File: config.mk
export PLATFORM = sky130hd
export DESIGN_NAME = acc_alu
export DESIGN_NICKNAME = d
export VERILOG_FILES = /design/src/rtl/acc_alu_pkg.sv /design/src/rtl/acc_alu_addsub.sv /design/src/rtl/acc_alu_logic.sv /design/src/rtl/acc_alu_rotate.sv /design/src/rtl/acc_alu.sv
export SDC_FILE = /design/constraint.sdc
export NUM_CORES = 1
export LEC_CHECK = 0
export CAP_MARGIN = 20
export CORE_MARGIN = 3
export CORE_UTILIZATION = 58
export DETAILED_ROUTE_END_ITERATION = 7
export PLACE_DENSITY_LB_ADDON = 0.12
export SLEW_MARGIN = 0
export SYNTH_ARGS = -nofsm -noshare
export SYNTH_HDL_FRONTEND = slang
export SYNTH_SLANG_ARGS = --single-unit
export TNS_END_PERCENT = 10
File: constraint.sdc
create_clock -name clk -period 12.3 [get_ports clk]
set_clock_uncertainty 0.15 [all_clocks]
set_input_delay 1.23 -clock clk [delete_from_list [all_inputs] [get_ports clk]]
set_output_delay 1.23 -clock clk [all_outputs]
set_load 0.005 [all_outputs]
File: src/rtl/acc_alu_pkg.sv
package acc_alu_pkg;

  typedef enum logic [3:0] {
    OP_ADD  = 4'd0,
    OP_ADC  = 4'd1,
    OP_SUB  = 4'd2,
    OP_SBB  = 4'd3,
    OP_CMP  = 4'd4,
    OP_INC  = 4'd5,
    OP_DEC  = 4'd6,
    OP_AND  = 4'd7,
    OP_OR   = 4'd8,
    OP_XOR  = 4'd9,
    OP_RLC  = 4'd10,
    OP_RRC  = 4'd11,
    OP_RAL  = 4'd12,
    OP_RAR  = 4'd13,
    OP_RSV0 = 4'd14,
    OP_RSV1 = 4'd15
  } alu_op_e;

  typedef enum logic [1:0] {
    LG_AND = 2'd0,
    LG_OR  = 2'd1,
    LG_XOR = 2'd2
  } logic_sel_e;

  localparam int FLAG_W   = 8;
  localparam int FB_SIGN  = 7;
  localparam int FB_ZERO  = 6;
  localparam int FB_HALF  = 4;
  localparam int FB_PAR   = 2;
  localparam int FB_ONE   = 1;
  localparam int FB_CARRY = 0;

  typedef struct packed {
    logic s;
    logic z;
    logic ac;
    logic p;
    logic cy;
  } flag_set_t;

endpackage

File: src/rtl/acc_alu_addsub.sv
module acc_alu_addsub #(
  parameter int DATA_W = 8
) (
  input  logic [DATA_W-1:0] a,
  input  logic [DATA_W-1:0] b,
  input  logic              cin,
  input  logic              sub,
  output logic [DATA_W-1:0] sum,
  output logic              cout,
  output logic              half
);
  localparam int LO_W = DATA_W / 2;
  localparam int HI_W = DATA_W - LO_W;

  logic [DATA_W-1:0] b_eff;
  logic              c_first;
  logic [LO_W:0]     lo_sum;
  logic [HI_W:0]     hi_sum;

  // Subtraction is the addition of the complement; the carry-in is inverted
  // so that a borrow-in of 1 removes one extra unit.
  assign b_eff   = sub ? ~b : b;
  assign c_first = sub ? ~cin : cin;

  assign lo_sum = {1'b0, a[LO_W-1:0]} + {1'b0, b_eff[LO_W-1:0]} + {{LO_W{1'b0}}, c_first};
  assign hi_sum = {1'b0, a[DATA_W-1:LO_W]} + {1'b0, b_eff[DATA_W-1:LO_W]}
                + {{HI_W{1'b0}}, lo_sum[LO_W]};

  assign sum  = {hi_sum[HI_W-1:0], lo_sum[LO_W-1:0]};
  assign half = lo_sum[LO_W];
  // Carry out of the top bit means "no borrow" when subtracting.
  assign cout = sub ? ~hi_sum[HI_W] : hi_sum[HI_W];
endmodule

File: src/rtl/acc_alu_logic.sv
module acc_alu_logic
  import acc_alu_pkg::*;
#(
  parameter int DATA_W = 8
) (
  input  logic [DATA_W-1:0] a,
  input  logic [DATA_W-1:0] b,
  input  logic_sel_e        sel,
  output logic [DATA_W-1:0] r,
  output logic              half
);
  always_comb begin
    unique case (sel)
      LG_AND:  r = a & b;
      LG_OR:   r = a | b;
      default: r = a ^ b;
    endcase
    half = (sel == LG_AND);
  end
endmodule

File: src/rtl/acc_alu_rotate.sv
module acc_alu_rotate #(
  parameter int DATA_W = 8
) (
  input  logic [DATA_W-1:0] a,
  input  logic              cin,
  input  logic              right,
  input  logic              thru,
  output logic [DATA_W-1:0] r,
  output logic              cy_out
);
  logic fill_l;
  logic fill_r;

  // Bit entering the vacated position: the bit shifted out, or the carry-in.
  assign fill_l = thru ? cin : a[DATA_W-1];
  assign fill_r = thru ? cin : a[0];

  always_comb begin
    if (right) begin
      r      = {fill_r, a[DATA_W-1:1]};
      cy_out = a[0];
    end else begin
      r      = {a[DATA_W-2:0], fill_l};
      cy_out = a[DATA_W-1];
    end
  end
endmodule

File: src/rtl/acc_alu.sv
module acc_alu
  import acc_alu_pkg::*;
#(
  parameter int DATA_W = 8
) (
  input  logic              clk,
  input  logic              rst,
  input  logic              wr_en,
  input  logic [3:0]        op,
  input  logic [DATA_W-1:0] acc_in,
  input  logic [DATA_W-1:0] opnd_in,
  input  logic              cy_in,
  output logic [DATA_W-1:0] res_q,
  output logic [7:0]        flags_q
);
  alu_op_e op_e;
  assign op_e = alu_op_e'(op);

  // Adder controls
  logic [DATA_W-1:0] as_b;
  logic              as_cin;
  logic              as_sub;
  logic [DATA_W-1:0] as_sum;
  logic              as_cout;
  logic              as_half;

  // Logic and rotate controls
  logic_sel_e        lg_sel;
  logic [DATA_W-1:0] lg_res;
  logic              lg_half;
  logic              rt_right;
  logic              rt_thru;
  logic [DATA_W-1:0] rt_res;
  logic              rt_cy;

  // Stored state
  flag_set_t         flg_q;

  // Next-state selection
  logic [DATA_W-1:0] nxt_res;
  flag_set_t         nxt_flg;
  logic              upd_res;
  logic              upd_flg;

  always_comb begin
    as_b   = opnd_in;
    as_cin = 1'b0;
    as_sub = 1'b0;
    unique case (op_e)
      OP_ADC:         as_cin = cy_in;
      OP_SUB, OP_CMP: as_sub = 1'b1;
      OP_SBB: begin
        as_sub = 1'b1;
        as_cin = cy_in;
      end
      OP_INC: begin
        as_b   = '0;
        as_cin = 1'b1;
      end
      OP_DEC: begin
        as_b   = DATA_W'(1);
        as_sub = 1'b1;
      end
      default: ;
    endcase
  end

  always_comb begin
    unique case (op_e)
      OP_OR:   lg_sel = LG_OR;
      OP_XOR:  lg_sel = LG_XOR;
      default: lg_sel = LG_AND;
    endcase
    rt_right = (op_e == OP_RRC) || (op_e == OP_RAR);
    rt_thru  = (op_e == OP_RAL) || (op_e == OP_RAR);
  end

  acc_alu_addsub #(.DATA_W(DATA_W)) u_addsub (
    .a    (acc_in),
    .b    (as_b),
    .cin  (as_cin),
    .sub  (as_sub),
    .sum  (as_sum),
    .cout (as_cout),
    .half (as_half)
  );

  acc_alu_logic #(.DATA_W(DATA_W)) u_logic (
    .a    (acc_in),
    .b    (opnd_in),
    .sel  (lg_sel),
    .r    (lg_res),
    .half (lg_half)
  );

  acc_alu_rotate #(.DATA_W(DATA_W)) u_rotate (
    .a      (acc_in),
    .cin    (cy_in),
    .right  (rt_right),
    .thru   (rt_thru),
    .r      (rt_res),
    .cy_out (rt_cy)
  );

  // Pick the result and the flag updates for each operation class.
  always_comb begin
    logic [DATA_W-1:0] szp_src;
    nxt_res = res_q;
    nxt_flg = flg_q;
    upd_res = 1'b0;
    upd_flg = 1'b0;
    szp_src = as_sum;
    unique case (op_e)
      OP_ADD, OP_ADC, OP_SUB, OP_SBB, OP_CMP: begin
        nxt_res    = as_sum;
        nxt_flg.ac = as_half;
        nxt_flg.cy = as_cout;
        upd_res    = (op_e != OP_CMP);
        upd_flg    = 1'b1;
      end
      OP_INC, OP_DEC: begin
        nxt_res    = as_sum;
        nxt_flg.ac = as_half;
        upd_res    = 1'b1;
        upd_flg    = 1'b1;
      end
      OP_AND, OP_OR, OP_XOR: begin
        nxt_res    = lg_res;
        nxt_flg.ac = lg_half;
        nxt_flg.cy = 1'b0;
        szp_src    = lg_res;
        upd_res    = 1'b1;
        upd_flg    = 1'b1;
      end
      OP_RLC, OP_RRC, OP_RAL, OP_RAR: begin
        nxt_res    = rt_res;
        nxt_flg.cy = rt_cy;
        upd_res    = 1'b1;
        upd_flg    = 1'b1;
      end
      default: ;
    endcase
    if (upd_flg && !rt_class(op_e)) begin
      nxt_flg.s = szp_src[DATA_W-1];
      nxt_flg.z = (szp_src == '0);
      nxt_flg.p = ~^szp_src;
    end
  end

  function automatic logic rt_class(input alu_op_e o);
    return (o == OP_RLC) || (o == OP_RRC) || (o == OP_RAL) || (o == OP_RAR);
  endfunction

  always_ff @(posedge clk) begin
    if (rst) begin
      res_q <= '0;
      flg_q <= '0;
    end else if (wr_en) begin
      if (upd_res) res_q <= nxt_res;
      if (upd_flg) flg_q <= nxt_flg;
    end
  end

  always_comb begin
    flags_q           = '0;
    flags_q[FB_SIGN]  = flg_q.s;
    flags_q[FB_ZERO]  = flg_q.z;
    flags_q[FB_HALF]  = flg_q.ac;
    flags_q[FB_PAR]   = flg_q.p;
    flags_q[FB_ONE]   = 1'b1;
    flags_q[FB_CARRY] = flg_q.cy;
  end

endmodule

Word-level counts from Yosys, hierarchy flattened --
Cells that the tools add are included.
Word-level totals: register bits 13, latch bits 0, memory bits (writable) 0, bits in read-only memories 0, input bits 24, output and inout port bits 16, logic and storage cells 75, memories 0
Operators by class: add/sub/neg operators 4, multipliers 0, div/mod/pow operators 0, order comparisons 0, equal/unequal tests 15, shifts and indexed selects 0, multiplexer cells 18, bitwise logic cells 6, reduce and logical (&&, ||, !) cells 26
Operators with widths (number):
- 8-bit case mux with 2 select lines | 2
- 4-bit equality test, second input constant | 6
- 8-bit two-way mux | 3
- 8-bit case mux with 3 select lines | 1
- 4-bit by 3-bit equality test with 1-bit output, second input constant | 4
- 14-bit OR reduction | 1
- 3-bit AND reduction | 4
- 4-bit by 4-bit adder with 5-bit output | 2
- 5-bit by 1-bit adder with 5-bit output | 2
- 9-bit OR reduction | 1
- 8-bit bitwise AND | 1
- 4-bit by 2-bit equality test with 1-bit output, second input constant | 2
- 8-bit zero test | 1
- 8-bit inverter | 1
- 8-bit bitwise OR | 1
- 4-bit OR reduction | 2
- 8-bit XNOR reduction | 1
- 8-bit XOR | 1
- 1-bit two-way mux | 7
- 7-bit OR reduction | 1
- 1-bit case mux with 2 select lines | 3
- 3-bit nonzero test | 2
- 1-bit logical OR | 5
- 5-bit OR reduction | 1
- 13 further kinds | 14

Longest topological paths before layout --
Gate-level depths: netlist of run 1.
depth in word-level cells 10, gate-level depth with buffers 24, gate-level depth less buffers 23

By module --
From an unflattened synthesis of run 1, not the netlist that was laid out.
Unflattened totals: cell total of the unflattened synthesis 286, area total of the unflattened synthesis 2359.8 um^2
By module, submodules not included:
- acc_alu | times used 1, cells each 160, area each 1320.0 um^2, seq. area each 260.2 um^2
- acc_alu_logic | times used 1, cells each 68, area each 505.5 um^2, seq. area each 0.0 um^2
- acc_alu_addsub | times used 1, cells each 44, area each 384.1 um^2, seq. area each 0.0 um^2
- acc_alu_rotate | times used 1, cells each 14, area each 150.1 um^2, seq. area each 0.0 um^2

Worst setup path after synthesis of run 1 --
Ideal clock, no wire load.
path type input port to flip-flop, start point in op[2], end point reg flg_q (netlist bit flags_q[2]), setup time 128 ps, data arrival time 5167 ps, data required time 12022 ps, setup slack 6855 ps, stages 24, path buffers 1, cell sequence buf_4 > inv_1 > nor2_1 > nand2_2 > mux4_2 > o21ai_0 > fa_1 > inv_1 > fa_1 > nor2b_1 > o21ai_0 > and2_1 > fa_1 > nor2b_1 > o21a_1 > or3_1 > a31oi_1 > or2_2 > ha_1 > xnor2_1 > xnor2_1 > nor2_1 > a21oi_1 > nor2_1
On the way: longest elaborated chain between the ends 9, elaborated cells on any way between the ends 42, classes of those cells add/sub: 4; eq/ne: 14; mux: 9; bitwise: 2; reduce/logical: 13
Ends and longest elaborated chain:
- start, declared | RTL line acc_alu.sv:9 | input logic [3:0] op,
- 4-bit by 3-bit equality test with 1-bit output, or another cell as far along | RTL line acc_alu.sv:49, acc_alu.sv:113
- 4-bit OR reduction (no line), or another cell as far along
- 1-bit two-way mux, or another cell as far along | RTL line acc_alu.sv:49 | unique case (op_e)
- 8-bit two-way mux or 1-bit inverter (tied branches) | RTL line acc_alu_addsub.sv:22, acc_alu_addsub.sv:23
- 4-bit by 4-bit adder with 5-bit output or 1-bit two-way mux (tied branches) | RTL line acc_alu_addsub.sv:25, acc_alu_addsub.sv:23
- 5-bit by 1-bit adder with 5-bit output | RTL line acc_alu_addsub.sv:25 | assign lo_sum = {1'b0, a[LO_W-1:0]} + {1'b0, b_eff[LO_W-1:0]} + {{LO_W{1'b0}}, c_first};
- 5-bit by 1-bit adder with 5-bit output | RTL line acc_alu_addsub.sv:27 | + {{HI_W{1'b0}}, lo_sum[LO_W]};
- 8-bit two-way mux | RTL line acc_alu.sv:113 | unique case (op_e)
- 8-bit XNOR reduction | RTL line acc_alu.sv:146 | nxt_flg.p = ~^szp_src;
- end signal, assigned | RTL line acc_alu.sv:160 | if (upd_flg) flg_q <= nxt_flg;
- end, declared | RTL line acc_alu.sv:37 | flag_set_t flg_q;
Several ways; a longest one is shown, not always the timed one. A chain may end at the register's enable or synchronous reset.

Final worst setup path of run 1 --
Ends and elaborated chain as after synthesis.

==> metrics.cfg, run 1 <==
[status]
status=finished, final reports clean

[power_and_ir_drop]
p_leak_nw=1.031
power.density_nw_per_um2=80.93
p_sw_frac=0.3926
vdd_drop_max_mv=0.03213
clockPowerShare=0.128
p_comb_frac=0.615
power.internal_mw=0.1201
power_mw=0.1977
seqPwrFrac=0.257
p_sw_mw=0.07760

[setup_path]
worstPathArrival_ps=6700
end_kind=flop
required_ps=12300
critical_path_class=in -> reg
crit_path_start_kind=input pin
cp_max_fo=26

[global_route]
grt_overflow=0
antenna_found_initial=0
grt_pass1_vias=1887
grt_start_max_net_pins=39
groute.usage.overall=0.2656
grt_pass1_wl_um=9232

[die]
fp.dieH_um=66.33
dieArea_um2=4399
die_w_um=66.33
rows=21
coreArea_um2=3416
num_io_pins=40
start_util=0.6179

[final_layout]
final_common_cell=clkdlybuf4s50_1
nFillCells=308
mostFrequentLayoutCells=36 x clkdlybuf4s50_1, 30 x nor2_1, 28 x a21oi_1, 26 x ha_1, 25 x o21ai_0
n_antenna_cell=0
areaGrowthSynthToFinish_pct=15.71
drive_gt1_frac=0.06494
nNetsFinal=363
final_util=0.7150

[clock_tree]
cts_setup_buffers=0
tritoncts=built
ctsLongestPathBuffers=2
clk_pin_slew_ps=70
hold_buffers=0
post_cts_resized=0
numCtsBuffers=3
htree_levels=1
cts_root_buf=clkbuf_4
cts.sinks=13
clk_latency_ps=270

[timing]
finalHoldViolCount=0
rsz0062_at_grt=false
period_share=0.5447
clock.fmax_mhz=149.3
fin_ws_ps=5601
slew_headroom=0.3553
min_period_ps=6699
worst_pin_slew_ps=964.0
final_max_slew_viol_count=0
tns_ps=0
setup_viol=0

[synthesis]
syn_avg_cell_area_um2=7.459
netlist_area_um2=2111
syn_inst=283
synth-main-ff-cell=dfxtp_1
synth-warning-count=0
synthArstFlopShare=0
synth-seq-cells=13
ys_types=60
synth_edf_count=0
ys_seq_area_frac=0.1233

[drt]
wl_per_cell_um=15.49
final_antenna_net_count=0
firstDrtPassIters=6
via_per_inst=6.068
wirelength_um=5483
drt_iter0_markers=162
drc=0
vias=2148

[hold_path]
hp-class=reg -> reg

[placement]
gp_congestion=0.9007
dp_slack_ps=5398
hpwlAfterDp_um=4293
portBuffers=36

[flow_run]
drv_cap=0

power by group through the flow:
stage	registers, mW	logic (mW)	clock network [mW]
floorplan	0.0521	0.0825	0
global placement	0.0516	0.118	0
detailed placement	0.0517	0.120	0
CTS	0.0507	0.121	0.0255
global route	0.0512	0.136	0.0274
finish	0.0507	0.122	0.0253
per-layer routing:
metal | global-route usage | part of all wire | routed length (um)
met4 | 0.05330 | 0.013 | 69
met2 | 0.4399 | 0.48 | 2609
met3 | 0.01190 | 0.079 | 431
met1 | 0.3793 | 0.43 | 2373
met5 | 0 | 0 | 0
metrics by stage:
step / hold WS, ps / instance area [um^2] / instances
finish: 310.7 / 2442 / 354
global route: 323.2 / 2442 / 354
CTS: 313.2 / 2442 / 354
detailed placement: 303.0 / 2416 / 350
global placement: 294.4 / 2416 / 350
floorplan: 302.7 / 2115 / 284
worst paths after layout:
| path | startpoint | endpoint | slack, ps | depth (start not counted) |
|---|---|---|---|---|
| setup / recovery | op[2] | flags_q[2] | 5600 | 22 |
| hold / removal | res_q[6] | res_q[6] | 310 | 2 |
| setup reg to reg | res_q[5] | res_q[5] | 11320 | 2 |
| hold reg to reg | res_q[6] | res_q[6] | 310 | 2 |
area by class of cell:
cell class                 instances  area (um^2)  share of cell area
multi-input combinational        232         1648              0.6747
timing repair buffer              37        367.9              0.1506
sequential                        13        260.3              0.1066
inverter                          22        82.58             0.03381
tap                               46        57.56             0.02357
clock buffer                       4        26.28             0.01076
cells in the mapped netlist (all sizes together), types with 5 or more instances:
cell    number  area [um^2]
o21a         5        37.54
mux2i        6        60.06
a211oi       7        57.55
dfxtp       13        260.3
inv         22        82.58
buf         14        102.6
o21ai       27        135.1
ha          26        325.3
nor2        31        118.9
nor3         7        35.03
nand3        5        25.02
a21oi       29        148.9
xnor2        6        52.55
o221ai       5        43.79
nand2       24        100.1
flip-flops by register name (all words and copies together) (netlist names):
register and cells:
flags_q 5, res_q 8
critical path, stage by stage:
cell and delay, ps:
clkdlybuf4s50_1 1100, inv_1 290, nor2_1 240, nand2_2 150, mux4_2 480, o21ai_0 120, fa_1 230, inv_1 50
fa_1 390, nor2b_1 110, o21ai_0 90, and2_1 180, fa_1 420, fa_1 420, xnor2_1 240, a21oi_1 110
ha_1 290, xnor2_1 170, xnor2_1 130, nor2_1 50, a21oi_1 120, nor2_1 50
logic make-up after synthesis:
logic type,Yosys count,synth area share
buffers and inverters,39,0.09781
and+or+nand+nor,86,0.2039
DFF,13,0.1233
AOI/OAI and AO/OA,96,0.2970
muxes,8,0.04446
xor gates and xnor gates,8,0.03320
adders and majority gates,31,0.1968
other,2,0.003558
(Power assumes the default switching activity.)
==> inputs of run 2 (changes only) <==
--- a/config.mk
+++ b/config.mk
@@ -7,7 +7,7 @@
 export LEC_CHECK = 0
 export CAP_MARGIN = 20
 export CORE_MARGIN = 3
-export CORE_UTILIZATION = 58
+export CORE_UTILIZATION = 53
 export DETAILED_ROUTE_END_ITERATION = 7
 export PLACE_DENSITY_LB_ADDON = 0.12
 export SLEW_MARGIN = 0
==> constraint.sdc (replaced) <==
create_clock -name clk -period 6.69 [get_ports clk]
set_clock_uncertainty 0.15 [all_clocks]
set_input_delay 0.669 -clock clk [delete_from_list [all_inputs] [get_ports clk]]
set_output_delay 0.669 -clock clk [all_outputs]
set_load 0.005 [all_outputs]
==> run 2 against run 1 <==
Effect of this change:
- total power grew 98%
- sequential power grew 84%
- highest routed layer unchanged
- core utilization fell by 5.3 points
- register-to-register slack worse by 5500 ps
- worst setup slack worse by 4500 ps
==> metrics.cfg, run 2 (synthesis gave the netlist of run 1 again) <==
[setup_path]
cp_max_fo=16  ; -38%
crit_top_cell=fa_1
crit_buf_inv=3  ; unchanged
crit_path_start_kind=input pin
required_ps=6660  ; -5640 ps
cp_top_family=adder cells
critPathSlowestCell=clkdlybuf4s50_1
worstPathArrival_ps=5540  ; -1160 ps
worstPathCellList=clkdlybuf4s50_1 > inv_1 > nand2_1 > mux4_2 > o21ai_0 > fa_1 > inv_1 > fa_1 > nor2b_1 > o21ai_0 > and2_1 > fa_1 > nor2b_1 > o21a_1 > or3_1 > a31oi_1 > or2_2 > ha_1 > xnor2_1 > xnor2_1 > nor2_1 > a21oi_1 > nor2_1
critical_path_class=in -> reg
critPathMaxStageDelay_ps=660  ; -440 ps
end_kind=flop

[global_route]
grt_pass1_wl_um=9549  ; +3.4%
groute.usage.overall=0.2432  ; -0.02239
grt_overflow=0  ; unchanged
grt_start_max_net_pins=36  ; -7.7%
grt_pass1_vias=1978  ; +4.8%
grtUsageMet2=0.3792  ; -0.06066
antenna_found_initial=0  ; unchanged
grtUsageMet1=0.3316  ; -0.04779
busiest_layer=met2
use_met3=0.03644  ; +0.02454

[timing]
final_max_slew_viol_count=0  ; unchanged
clock.fmax_mhz=179.5
slew_headroom=0.5886  ; +0.2333
finalHoldViolCount=0  ; unchanged
setup_viol=0  ; unchanged
worst_pin_slew_ps=613.5  ; -350.5 ps
period_share=0.8328
rsz0062_at_grt=false
min_period_ps=5571
tns_ps=0  ; unchanged

[final_layout]
largest_reg_flops=8  ; unchanged
mostFrequentLayoutCells=36 x clkdlybuf4s50_1, 30 x nor2_1, 28 x a21oi_1, 26 x ha_1, 25 x o21ai_0
final_util=0.6621  ; -0.05292
nNetsFinal=365  ; +0.55%
n_antenna_cell=0  ; unchanged
fin_area_um2=2479  ; +1.5%
top_register=res_q
final_common_cell=clkdlybuf4s50_1
drive_gt1_frac=0.07097  ; +0.006033
areaGrowthSynthToFinish_pct=17.43

[drt]
via_per_inst=6.084  ; +0.26%
final_antenna_net_count=0  ; unchanged
wirelength_um=5770  ; +5.2%
wl_per_cell_um=16.12  ; +4.1%
drt_iter0_markers=178  ; +9.9%
firstDrtPassIters=4  ; -2
drc=0  ; unchanged
vias=2178  ; +1.4%

[clock_tree]
cts.sinks=13  ; unchanged
htree_levels=1  ; unchanged
ctsLongestPathBuffers=2  ; unchanged
clk_pin_slew_ps=50  ; -20 ps
cts_root_buf=clkbuf_8
post_cts_resized=0  ; unchanged
numCtsBuffers=3  ; unchanged
tritoncts=built
hold_buffers=0  ; unchanged
clk_latency_ps=250  ; -20 ps
cts_setup_buffers=0  ; unchanged

[power_and_ir_drop]
p_leak_nw=1.049  ; +1.7%
power.density_nw_per_um2=157.7  ; +95%
vdd_drop_max_mv=0.05872  ; +83%

[placement]
portBuffers=36  ; unchanged
hpwlAfterDp_um=4614  ; +7.5%
gp_congestion=0.9017  ; +0.11%
placed_area_um2=2434  ; +0.72%

[flow_run]
drv_cap=0  ; unchanged

[die]
dieArea_um2=4776  ; +8.6%
coreArea_um2=3744  ; +9.6%
start_util=0.5638  ; -0.05411
die_w_um=69.11  ; +4.2%
rows=22  ; +4.8%
num_io_pins=40  ; unchanged
fp.dieH_um=69.11  ; +4.2%

[status]
status=finished, final reports clean

[hold_path]
hp-class=reg -> reg

[run 2: changes by cell type in the layout (fill, tap and decap cells not counted)]
cell,previous run,this run
clkbuf_4,3,0
clkbuf_8,0,3
buf_4,1,3
[run 2: worst paths after layout]
path	start	cells past startpoint	slack (ps)	endpoint
worst max-delay path	op[3]	23	1120	flags_q[2]
worst min-delay path	res_q[6]	2	310	res_q[6]
worst max register to register	res_q[5]	2	5780	res_q[5]
worst min register to register	res_q[6]	2	310	res_q[6]
[run 2: per-stage QoR]
step	hold WS, ps	worst slack (ps)	power [mW]	std cells
after global routing	348.1	681.2	0.4212	358
after global placement	296.7	1026	0.3145	354
after CTS	310.2	1164	0.3905	358
final	310.6	1119	0.3910	358
after floorplan	302.7	1806	0.2475	284
after detailed placement	302.5	908.3	0.3188	354
[run 2: layout make-up]
class / instances / area [um^2]
multi-input cells: 232 / 1648
fillers: 372 / 1265
repair buffers: 39 / 382.9
flip-flops and latches: 13 / 260.3
inverters: 22 / 82.58
well taps: 48 / 60.06
clock buffers: 4 / 45.04
[run 2: worst min-delay path, delay by kind of cell, from the launching register on]
kind            cells  cell delay, ps
simple gates        1              50
flops               1             310
compound gates      1              50
[run 2: routing by layer]
metal / vias up / routed length [um]
li1: 1063 / -
met1: 1018 / 2590
met2: 88 / 2700
met3: 9 / 376
met4: 0 / 103
met5: - / 0
[run 2: power breakdown]
group / leakage, nW / switching [mW] / internal [mW]
registers: 0.107 / 0.00527 / 0.0883
logic: 0.919 / 0.116 / 0.111
clock network: 0.0228 / 0.0287 / 0.0422
